**config.mk**
```make
export PLATFORM = sky130hd
export DESIGN_NAME = sbox_cf
export DESIGN_NICKNAME = d
export VERILOG_FILES = /design/src/rtl/sbox_cf_pkg.sv /design/src/rtl/sbox_cf_linmap.sv /design/src/rtl/sbox_cf_nib_inv.sv /design/src/rtl/sbox_cf_inverter.sv /design/src/rtl/sbox_cf.sv
export SDC_FILE = /design/constraint.sdc
export NUM_CORES = 1
export LEC_CHECK = 0
export BUFFER_PORTS_ARGS = -buffer_cell sky130_fd_sc_hd__buf_2
export CAP_MARGIN = 5
export CORE_ASPECT_RATIO = 0.5
export CORE_MARGIN = 5
export CORE_UTILIZATION = 30
export DETAILED_ROUTE_END_ITERATION = 7
export PLACE_DENSITY = 0.54
export SYNTH_ARGS = -nofsm -noshare
export SYNTH_HDL_FRONTEND = slang
export SYNTH_SLANG_ARGS = --single-unit
```
**constraint.sdc**
```tcl
create_clock -name clk_i -period 0.8 [get_ports clk_i]
set_input_delay 0.08 -clock clk_i [delete_from_list [all_inputs] [get_ports clk_i]]
set_output_delay 0.08 -clock clk_i [all_outputs]
set_load 0.01 [all_outputs]
```
**src/rtl/sbox_cf_pkg.sv**
```systemverilog
package sbox_cf_pkg;

    localparam int BYTE_W = 8;
    localparam int NIB_W  = 4;
    localparam int MAT_W  = BYTE_W * BYTE_W;
    localparam int NUM_BYTES = 1 << BYTE_W;
    localparam int NUM_NIBS  = 1 << NIB_W;

    typedef logic [BYTE_W-1:0] byte_t;
    typedef logic [NIB_W-1:0]  nib_t;
    typedef logic [MAT_W-1:0]  mat_t;   // column k lives at [k*BYTE_W +: BYTE_W]

    typedef struct packed {
        byte_t data;
    } out_state_t;

    // GF(2^4) with y^4 = y + 1
    function automatic nib_t nib_mul(nib_t a, nib_t b);
        nib_t acc = '0;
        nib_t sh  = a;
        for (int i = 0; i < NIB_W; i++) begin
            if (b[i]) acc = acc ^ sh;
            sh = {sh[NIB_W-2:0], 1'b0} ^ (sh[NIB_W-1] ? 4'h3 : 4'h0);
        end
        return acc;
    endfunction

    function automatic nib_t nib_sq(nib_t a);
        return nib_mul(a, a);
    endfunction

    // GF(2^8) with x^8 = x^4 + x^3 + x + 1
    function automatic byte_t byte_mul(byte_t a, byte_t b);
        byte_t acc = '0;
        byte_t sh  = a;
        for (int i = 0; i < BYTE_W; i++) begin
            if (b[i]) acc = acc ^ sh;
            sh = {sh[BYTE_W-2:0], 1'b0} ^ (sh[BYTE_W-1] ? 8'h1B : 8'h00);
        end
        return acc;
    endfunction

    function automatic byte_t mat_apply(mat_t m, byte_t v);
        byte_t r = '0;
        for (int k = 0; k < BYTE_W; k++)
            if (v[k]) r = r ^ m[k*BYTE_W +: BYTE_W];
        return r;
    endfunction

    function automatic byte_t rotl(byte_t v, int n);
        byte_t r = v;
        for (int i = 0; i < n; i++) r = {r[BYTE_W-2:0], r[BYTE_W-1]};
        return r;
    endfunction

    // linear parts of the cipher's affine step and of its inverse
    function automatic byte_t aff_lin(byte_t v);
        return v ^ rotl(v, 1) ^ rotl(v, 2) ^ rotl(v, 3) ^ rotl(v, 4);
    endfunction

    function automatic byte_t inv_aff_lin(byte_t v);
        return rotl(v, 1) ^ rotl(v, 3) ^ rotl(v, 6);
    endfunction

    // constant for x^2 + x + lambda, irreducible over GF(2^4)
    function automatic nib_t pick_lambda();
        nib_t sel   = '0;
        bit   found = 1'b0;
        for (int l = 1; l < NUM_NIBS; l++) begin
            bit has_root = 1'b0;
            for (int t = 0; t < NUM_NIBS; t++)
                if ((nib_sq(nib_t'(t)) ^ nib_t'(t)) == nib_t'(l)) has_root = 1'b1;
            if (!has_root && !found) begin
                sel   = nib_t'(l);
                found = 1'b1;
            end
        end
        return sel;
    endfunction

    // image of y: a root of y^4 + y + 1 inside GF(2^8)
    function automatic byte_t pick_y();
        byte_t sel   = '0;
        bit    found = 1'b0;
        for (int v = 2; v < NUM_BYTES; v++) begin
            byte_t b  = byte_t'(v);
            byte_t b2 = byte_mul(b, b);
            if (!found && ((byte_mul(b2, b2) ^ b ^ 8'h01) == 8'h00)) begin
                sel   = b;
                found = 1'b1;
            end
        end
        return sel;
    endfunction

    function automatic byte_t pick_x(byte_t lam_img);
        byte_t sel   = '0;
        bit    found = 1'b0;
        for (int v = 2; v < NUM_BYTES; v++) begin
            byte_t b = byte_t'(v);
            if (!found && ((byte_mul(b, b) ^ b ^ lam_img) == 8'h00)) begin
                sel   = b;
                found = 1'b1;
            end
        end
        return sel;
    endfunction

    // composite {a,b} (P = a*x + b) -> standard byte
    function automatic mat_t build_phi();
        mat_t  m    = '0;
        byte_t y    = pick_y();
        nib_t  lam  = pick_lambda();
        byte_t ypow = 8'h01;
        byte_t limg = '0;
        byte_t x;
        for (int i = 0; i < NIB_W; i++) begin
            if (lam[i]) limg = limg ^ ypow;
            ypow = byte_mul(ypow, y);
        end
        x    = pick_x(limg);
        ypow = 8'h01;
        for (int k = 0; k < NIB_W; k++) begin
            m[k*BYTE_W +: BYTE_W]         = ypow;
            m[(k+NIB_W)*BYTE_W +: BYTE_W] = byte_mul(x, ypow);
            ypow = byte_mul(ypow, y);
        end
        return m;
    endfunction

    function automatic mat_t build_psi(mat_t phi);
        mat_t m = '0;
        for (int c = 0; c < NUM_BYTES; c++) begin
            byte_t v = mat_apply(phi, byte_t'(c));
            for (int j = 0; j < BYTE_W; j++)
                if (v == (byte_t'(1) << j)) m[j*BYTE_W +: BYTE_W] = byte_t'(c);
        end
        return m;
    endfunction

    function automatic mat_t build_fwd_out(mat_t phi);
        mat_t m = '0;
        for (int k = 0; k < BYTE_W; k++)
            m[k*BYTE_W +: BYTE_W] = aff_lin(phi[k*BYTE_W +: BYTE_W]);
        return m;
    endfunction

    function automatic mat_t build_inv_in(mat_t psi);
        mat_t m = '0;
        for (int k = 0; k < BYTE_W; k++)
            m[k*BYTE_W +: BYTE_W] = mat_apply(psi, inv_aff_lin(byte_t'(1) << k));
        return m;
    endfunction

    localparam nib_t  LAMBDA      = pick_lambda();
    localparam mat_t  PHI_MAT     = build_phi();
    localparam mat_t  PSI_MAT     = build_psi(PHI_MAT);
    localparam byte_t FWD_CONST   = 8'h63;
    localparam byte_t INV_CONST   = 8'h05;
    localparam mat_t  FWD_IN_MAT  = PSI_MAT;
    localparam mat_t  INV_IN_MAT  = build_inv_in(PSI_MAT);
    localparam byte_t INV_IN_OFS  = mat_apply(PSI_MAT, INV_CONST);
    localparam mat_t  FWD_OUT_MAT = build_fwd_out(PHI_MAT);
    localparam mat_t  INV_OUT_MAT = PHI_MAT;

endpackage

```
**src/rtl/sbox_cf_linmap.sv**
```systemverilog
module sbox_cf_linmap
    import sbox_cf_pkg::*;
#(
    parameter mat_t  MAT = '0,
    parameter byte_t OFS = '0
) (
    input  byte_t vec_i,
    output byte_t vec_o
);

    // fixed GF(2) matrix: each output bit is an XOR tree of input bits
    always_comb begin
        vec_o = mat_apply(MAT, vec_i) ^ OFS;
    end

endmodule

```
**src/rtl/sbox_cf_nib_inv.sv**
```systemverilog
module sbox_cf_nib_inv
    import sbox_cf_pkg::*;
(
    input  nib_t nib_i,
    output nib_t nib_o
);

    nib_t p2, p4, p8;

    // a^-1 = a^14 = a^8 * a^4 * a^2 ; zero yields zero
    always_comb begin
        p2    = nib_sq(nib_i);
        p4    = nib_sq(p2);
        p8    = nib_sq(p4);
        nib_o = nib_mul(nib_mul(p8, p4), p2);
    end

endmodule

```
**src/rtl/sbox_cf_inverter.sv**
```systemverilog
module sbox_cf_inverter
    import sbox_cf_pkg::*;
(
    input  byte_t cf_i,
    output byte_t cf_o
);

    nib_t hi, lo, norm, norm_inv;

    always_comb begin
        hi   = cf_i[BYTE_W-1:NIB_W];
        lo   = cf_i[NIB_W-1:0];
        // P^17 = hi^2*lambda + hi*lo + lo^2, a subfield element
        norm = nib_mul(nib_sq(hi), LAMBDA) ^ nib_mul(hi, lo) ^ nib_sq(lo);
    end

    sbox_cf_nib_inv u_nib_inv (
        .nib_i (norm),
        .nib_o (norm_inv)
    );

    // P^-1 = (P^17)^-1 * P^16, with P^16 = hi*x + (hi ^ lo)
    always_comb begin
        cf_o = {nib_mul(norm_inv, hi), nib_mul(norm_inv, hi ^ lo)};
    end

endmodule

```
**src/rtl/sbox_cf.sv**
```systemverilog
module sbox_cf
    import sbox_cf_pkg::*;
#(
    parameter bit OUT_REG = 1'b1
) (
    input  logic       clk_i,
    input  logic       rst_ni,
    input  logic [7:0] data_i,
    input  logic       inv_mode_i,
    output logic [7:0] data_o
);

    localparam int NUM_DIR = 2;   // 0: forward, 1: inverse
    localparam mat_t  IN_MAT  [NUM_DIR] = '{FWD_IN_MAT, INV_IN_MAT};
    localparam byte_t IN_OFS  [NUM_DIR] = '{8'h00, INV_IN_OFS};
    localparam mat_t  OUT_MAT [NUM_DIR] = '{FWD_OUT_MAT, INV_OUT_MAT};
    localparam byte_t OUT_OFS [NUM_DIR] = '{FWD_CONST, 8'h00};

    byte_t      in_cf   [NUM_DIR];
    byte_t      out_std [NUM_DIR];
    byte_t      shared_in, shared_out;
    out_state_t st_d, st_q;

    for (genvar g = 0; g < NUM_DIR; g++) begin : g_dir
        sbox_cf_linmap #(.MAT(IN_MAT[g]), .OFS(IN_OFS[g])) u_in_map (
            .vec_i (data_i),
            .vec_o (in_cf[g])
        );
        sbox_cf_linmap #(.MAT(OUT_MAT[g]), .OFS(OUT_OFS[g])) u_out_map (
            .vec_i (shared_out),
            .vec_o (out_std[g])
        );
    end

    always_comb begin
        shared_in = inv_mode_i ? in_cf[1] : in_cf[0];
    end

    sbox_cf_inverter u_inverter (
        .cf_i (shared_in),
        .cf_o (shared_out)
    );

    always_comb begin
        st_d      = st_q;
        st_d.data = inv_mode_i ? out_std[1] : out_std[0];
    end

    if (OUT_REG) begin : g_reg
        always_ff @(posedge clk_i or negedge rst_ni) begin
            if (!rst_ni) st_q <= '0;
            else         st_q <= st_d;
        end
        assign data_o = st_q.data;
    end else begin : g_comb
        assign st_q   = '0;
        assign data_o = st_d.data;
    end

endmodule

```
After elaboration in Yosys (flattened, before gate mapping) --
Cells that the tools add are included.
Word-level totals: register bits 8, memory bits (writable) 0, latch bits 0, memories 0, bits in read-only memories 0, input bits 11, logic and storage cells 192
Operators by class: reduce and logical (&&, ||, !) cells 0, $mul 0, shift operators 0, mux-type cells 101, magnitude comparators 0, divide/modulo/power cells 0, eq/ne operators 0, bitwise operators 90, $add $sub $neg 0
Operators with widths (count):
- 4-bit bitwise XOR | 45
- 4-bit 2-to-1 mux | 40
- 8-bit 2-to-1 mux | 14
- 7-bit 2-to-1 mux | 10
- 4-bit by 2-bit bitwise XOR with 4-bit output | 15
- 2-bit 2-to-1 mux | 28
- 6-bit 2-to-1 mux | 6
- 5-bit inverter | 5
- 4-bit inverter | 6
- 3-bit inverter | 6
- 6-bit inverter | 2
- 2-bit inverter | 3
- 2-bit inverter with 3-bit output | 2
- 5-bit inverter with 6-bit output | 1
- 5-bit 2-to-1 mux | 1
- 4-bit inverter with 5-bit output | 1
- 1-bit inverter with 4-bit output (first input constant) | 1
- 2-bit inverter with 4-bit output | 1
- 1-bit 2-to-1 mux | 2
- 1-bit inverter | 1
- 1-bit inverter (first input constant) | 1

Logic depth before layout (Yosys ltp) --
Gate-level depths: netlist of the first run.
depth after elaboration 98, depth in mapped cells 35

Hierarchy --
Synthesis of the first run repeated with hierarchy kept, for this count alone.
Unflattened totals: cells, all modules 364, area total of the unflattened synthesis 3108.0 µm²
By module, submodules not included:
- sbox_cf_inverter | cells each 153, times used 1, sequential area each 0.0 µm², area each 1088.5 µm²
- sbox_cf_nib_inv | cells each 131, times used 1, sequential area each 0.0 µm², area each 937.1 µm²
- sbox_cf | cells each 26, times used 1, sequential area each 200.2 µm², area each 449.2 µm²
- sbox_cf_linmap at g_dir[0].u_out_map | cells each 13, times used 1, sequential area each 0.0 µm², area each 177.7 µm²
- sbox_cf_linmap at g_dir[1].u_in_map | cells each 14, times used 1, sequential area each 0.0 µm², area each 176.4 µm²
- sbox_cf_linmap at g_dir[1].u_out_map | cells each 15, times used 1, sequential area each 0.0 µm², area each 151.4 µm²
- sbox_cf_linmap at g_dir[0].u_in_map | cells each 12, times used 1, sequential area each 0.0 µm², area each 127.6 µm²

Worst setup path after synthesis of the first run --
No wires, ideal clock.
path kind input -> register, start in data_i[4], end reg st_q, in the netlist data_o[5], cell stages on the path 32, path slack -7.317 ns, setup time 0.134 ns, arrival time 7.983 ns, path through buf_2 xnor2_2 xnor2_1 mux2_2 buf_2 ha_1 xnor2_2 nor2_1 xnor2_1 xnor3_2 ha_1 clkinv_1 xnor2_1 nand2_1 xnor2_1 xnor2_1 ha_1 clkbuf_1 inv_1 o41ai_1 o21ai_0 nor4b_2 and4_4 nor3b_4 xnor2_4 xnor3_1 o21ai_1 nor4b_4 xnor3_2 xnor3_1 a21oi_1 xnor3_1
RTL lines:
- start, declared | line sbox_cf.sv:8 | input logic [7:0] data_i,
- end signal, assigned | line sbox_cf.sv:52 | else st_q <= st_d;
- end, declared | line sbox_cf.sv:22 | out_state_t st_d, st_q;

==> out/qor.csv, run 1 <==
metric,value,unit
nFillCells,936,
routedWlPerCell,13.7,um
synth_cell_type_count,73,
numCtsBuffers,3,
synthArstFlopShare,1.00,
yosysMostFrequentCell,xnor2_1,
slowest_delay,0.44,ns
ys_warn_count,0,
multiInputGateArea,3300,um2
core_area,10400,um2
ys_top_cells_by_count,"57 x xnor2_1, 36 x nor2_1, 35 x nand2_1, 20 x xnor3_1",
worstPathMaxFanout,6,
required,0.94,ns
drc,0,
drv_slew,0,
cp.arrival,6.73,ns
grt_max_degree,16,
synth.area.top_cells,"xnor2_1 15%, xnor3_1 14%, dfrtp_1 6.2%, xnor2_2 5.0%, xor2_1 4.6%",
grt_pass1_vias,3177,
crit_type,in -> reg,
die_x,157,um
io_pins,19,
wl,9320,um
cp-start-kind,input port,
ant_nets,0,
crit_top_cell,xnor2_1,
antenna_found_initial,0,
crit_path_top_delay_cell,xor3_1,
maxSlewHeadroom,0.647,
grt-busiest-layer,met2,
hold_path_class,in -> async,
via_per_inst,4.79,
num_rows,26,
port_buffers,18,
cts_tree,built,
ys.flop_type,dfrtp_1,
area_delta_synth_final,63.5,%
cts_sinks,8,
tightest_slew,0.525,ns
cts_root_buf,clkbuf_16,
finalSetupViolCount,9,
setup_slack,-5.79,ns
die_h,83.5,um
dpl.hpwl,7220,um
synthCells,366,
die-area,13100,um2
fin_nets,563,
worstSetupEndpointType,register,
syn_area_per_cell,8.85,um2
htreeDepth,1,
drv_cap,0,
dr.pass1.iters,4,
max_freq,152,MHz
period_share,8.23,
grt_setup_unrepaired,yes,
use_met1,0.195,
gp_congestion,0.837,
clockBufferDepth,2,
use_met3,0.00621,
regArea,200,um2
use_met2,0.239,
ys_ff_latch,8,
synth_top_cell_by_area,xnor2_1,
synth_edf_count,0,
yosysTopAreaCellShare,0.154,
ys_seq_area_frac,0.0618,
start_util,0.312,
synth.net_count,385,
grt_pass1_wl,15300,um
fin_crit,6.59,ns
globalRoute.totalOverflow,0,
largest_reg_flops,8,
track_usage,0.139,
final_layout_size_suffix_gt1_frac,0.515,
first_iter_violations,255,
hold_violations,0,
whs,0.229,ns
diodes,0,
clk_pin_slew,0.04,ns
syn_area,3240,um2
dr_total_vias,3266,
failed_checks,negative setup slack,
status,finished with violations,
per-layer routing:
layer  routed length (um)  part of all wire  vias up
met1                 4580              0.49     1542
li1                     -                 -     1661
met3                  282             0.030        8
met5                    0                 0        -
met2                 4370              0.47       55
met4                   79            0.0085        0
through the flow:
step | setup slack [ns] | instances | instance area (um2) | TNS, ns | util
3_5_place_dp | -6.32 | 645 | 4660 | -49.96 | 0.449
2_1_floorplan | -6.27 | 366 | 3410 | -48.36 | -
4_1_cts | -5.84 | 673 | 5130 | -46.19 | 0.494
5_1_grt | -6.20 | 682 | 5300 | -49.15 | 0.510
3_3_place_gp | -6.29 | 645 | 4660 | -49.81 | 0.449
6_report | -5.79 | 682 | 5300 | -46.02 | 0.510
cell usage in the layout, fill, tap and decap left out, drive strengths merged, types with 10 or more instances in the layout:
cell | Yosys | layout
xnor3 | 22 | 22
nor3 | 14 | 14
mux2i | 14 | 14
nand3 | 10 | 10
nand2 | 35 | 35
a21oi | 17 | 17
buf | 9 | 188
nor2 | 36 | 36
xor2 | 18 | 18
xnor2 | 68 | 68
o21ai | 11 | 11
repair_timing:
| item | 4_1_cts | 5_1_grt |
|---|---|---|
| endpoints found under the hold margin | 8 | 0 |
| pin swaps | 35 | 22 |
| buffers inserted | 24 | 9 |
| gates resized for setup | 45 | 18 |
| setup endpoints to repair | 9 | 16 |
| hold buffers | 1 | 0 |
cells by family after synthesis:
group                      count (synthesis)  synth area share
adders and majority gates                  8            0.0309
xor gates and xnor gates                 114             0.462
buffers and inverters                     27            0.0367
AOI/OAI and AO/OA                         66             0.148
muxes                                     18            0.0610
and+or+nand+nor                          125             0.200
DFF                                        8            0.0618
area by class of cell:
class	instances	area share
well taps	140	0.0331
repair buffers	189	0.282
inverters	11	0.00922
flip-flops and latches	8	0.0378
clock buffers	3	0.0142
multi-input cells	331	0.624
worst paths after layout:
kind / start / to / slack, ns
setup / recovery: data_i[5] / data_o[4]$_DFF_PN0_ / -5.79
hold / removal: rst_ni / data_o[7]$_DFF_PN0_ / 0.23
max in group asynchronous: rst_ni / data_o[5]$_DFF_PN0_ / 0.40
min in group clk_i: inv_mode_i / data_o[3]$_DFF_PN0_ / 0.34
critical path, delay by kind of cell:
| family | cells | cell delay, ns |
|---|---|---|
| compound gates | 4 | 0.70 |
| mux | 3 | 0.76 |
| xor+xnor | 11 | 2.55 |
| simple gates | 5 | 0.88 |
| buf+inv | 7 | 0.76 |
| fa+ha+maj | 3 | 1.01 |
Power of run 1 is not shown: default switching activity piles up to over one toggle a cycle in this logic, so the estimate is an artifact.
==> inputs of run 2 (changes only) <==
--- a/config.mk
+++ b/config.mk
@@ -11,7 +11,7 @@
 export CORE_MARGIN = 5
 export CORE_UTILIZATION = 30
 export DETAILED_ROUTE_END_ITERATION = 7
-export PLACE_DENSITY = 0.54
+export PLACE_DENSITY = 0.56
 export SYNTH_ARGS = -nofsm -noshare
 export SYNTH_HDL_FRONTEND = slang
 export SYNTH_SLANG_ARGS = --single-unit
==> constraint.sdc (replaced) <==
create_clock -name clk_i -period 5.6 [get_ports clk_i]
set_input_delay 0.56 -clock clk_i [delete_from_list [all_inputs] [get_ports clk_i]]
set_output_delay 0.56 -clock clk_i [all_outputs]
set_load 0.01 [all_outputs]
==> run 2 against run 1 <==
  * The flow still finishes with violations (negative setup slack)
  * Worst hold slack worse by 0.064 ns
  * Critical endpoint is now data_o[6]$_DFF_PN0_
  * Utilization decreased by 1.2 points
  * Critical path type unchanged
  * Worst setup slack better by 4.1 ns
  * Critical path depth is 3 higher
==> out/qor.csv, run 2 (synthesis results as in run 1) <==
metric,value,unit
clockBufferDepth,2,
via_per_inst,4.86,
dr_total_vias,3220,
fin_crit,7.25,ns
ctsHoldBuffers,0,
grt_pass1_wl,15500,um
ant_nets,0,
die_x,157,um
cp-start-kind,input port,
antenna_found_initial,0,
tightest_slew,0.690,ns
grt_setup_unrepaired,yes,
grt_pass1_vias,3093,
io_pins,19,
maxSlewHeadroom,0.536,
crit_path_top_delay_cell,xor3_2,
globalRoute.totalOverflow,0,
num_rows,26,
final_layout_size_suffix_gt1_frac,0.510,
worstPathMaxFanout,8,
whs,0.165,ns
largest_reg_flops,8,
dr.pass1.iters,5,
clk_pin_slew,0.04,ns
crit_top_cell,buf_4,
die-area,13100,um2
dpl.hpwl,7220,um
first_iter_violations,339,
cts_root_buf,clkbuf_16,
drv_cap,0,
area_delta_synth_final,59.8,%
port_buffers,18,
start_util,0.312,
finalSetupViolCount,8,
crit_type,in -> reg,
drv_slew,0,
nFillCells,933,
period_share,1.29,
hold_violations,0,
numCtsBuffers,3,
fin_nets,543,
track_usage,0.140,
place_area,4580,um2
core_area,10400,um2
cts_sinks,8,
final_cell_mix,"137 x buf_4, 40 x xnor2_1, 32 x nor2_1, 30 x nand2_1, 21 x xnor2_2",
drc,0,
cts_tree,built,
setup_slack,-1.65,ns
status,finished with violations,
routedWlPerCell,14.3,um
required,5.75,ns
wl,9480,um
gp_congestion,0.877,
failed_checks,negative setup slack,
die_h,83.5,um
hold_path_class,in -> async,
htreeDepth,1,
diodes,0,
final_common_cell,buf_4,
cp.arrival,7.40,ns
grt_max_degree,16,
finalInstanceArea,5170,um2
slowest_delay,0.45,ns
max_freq,138,MHz
worstSetupEndpointType,register,
run 2: layer usage:
| metal | track usage | vias up | routed length (um) |
|---|---|---|---|
| met5 | 0 | - | 0 |
| met4 | 0.0197 | 0 | 46 |
| met3 | 0.00466 | 8 | 303 |
| met2 | 0.234 | 58 | 4470 |
| met1 | 0.205 | 1537 | 4660 |
| li1 | - | 1617 | - |
run 2: cell type report:
type,count,area (um2),area share
clock buffers,3,75.1,0.0145
inverters,11,48.8,0.00943
multi-input cells,331,3350,0.648
flip-flops and latches,8,200,0.0387
well taps,140,175,0.0339
repair buffers,169,1320,0.255
run 2: timing repair:
item,4_1_cts,5_1_grt
setup buffers,15,9
pin swaps,34,35
endpoints found under the setup margin,8,8
gates cloned,1,0
resized for setup,40,26
run 2: worst paths after layout:
| kind | from | to | slack [ns] | cells after the start |
|---|---|---|---|---|
| worst min-delay path | rst_ni | data_o[5]$_DFF_PN0_ | 0.16 | 1 |
| min in group clk_i | inv_mode_i | data_o[3]$_DFF_PN0_ | 0.86 | 3 |
| worst max-delay path | data_i[2] | data_o[6]$_DFF_PN0_ | -1.65 | 36 |
| max in group asynchronous | rst_ni | data_o[0]$_DFF_PN0_ | 5.27 | 1 |
run 2: through the flow:
step	std cells	TNS (ns)	setup slack [ns]	util
2_1_floorplan	366	-13.80	-1.95	-
3_5_place_dp	635	-15.15	-1.95	0.442
4_1_cts	654	-11.58	-1.56	0.477
5_1_grt	662	-14.82	-1.90	0.499
3_3_place_gp	635	-14.93	-1.94	0.442
6_report	662	-12.64	-1.65	0.499
run 2: worst max-delay path, delay by kind of cell:
family          cells  cell delay [ns]
simple gates        7             1.17
buf+inv             9             1.20
fa+ha+maj           2             0.65
xor+xnor           10             2.45
mux                 2             0.42
compound gates      6             0.95
Power of run 2 is left out for the same reason.
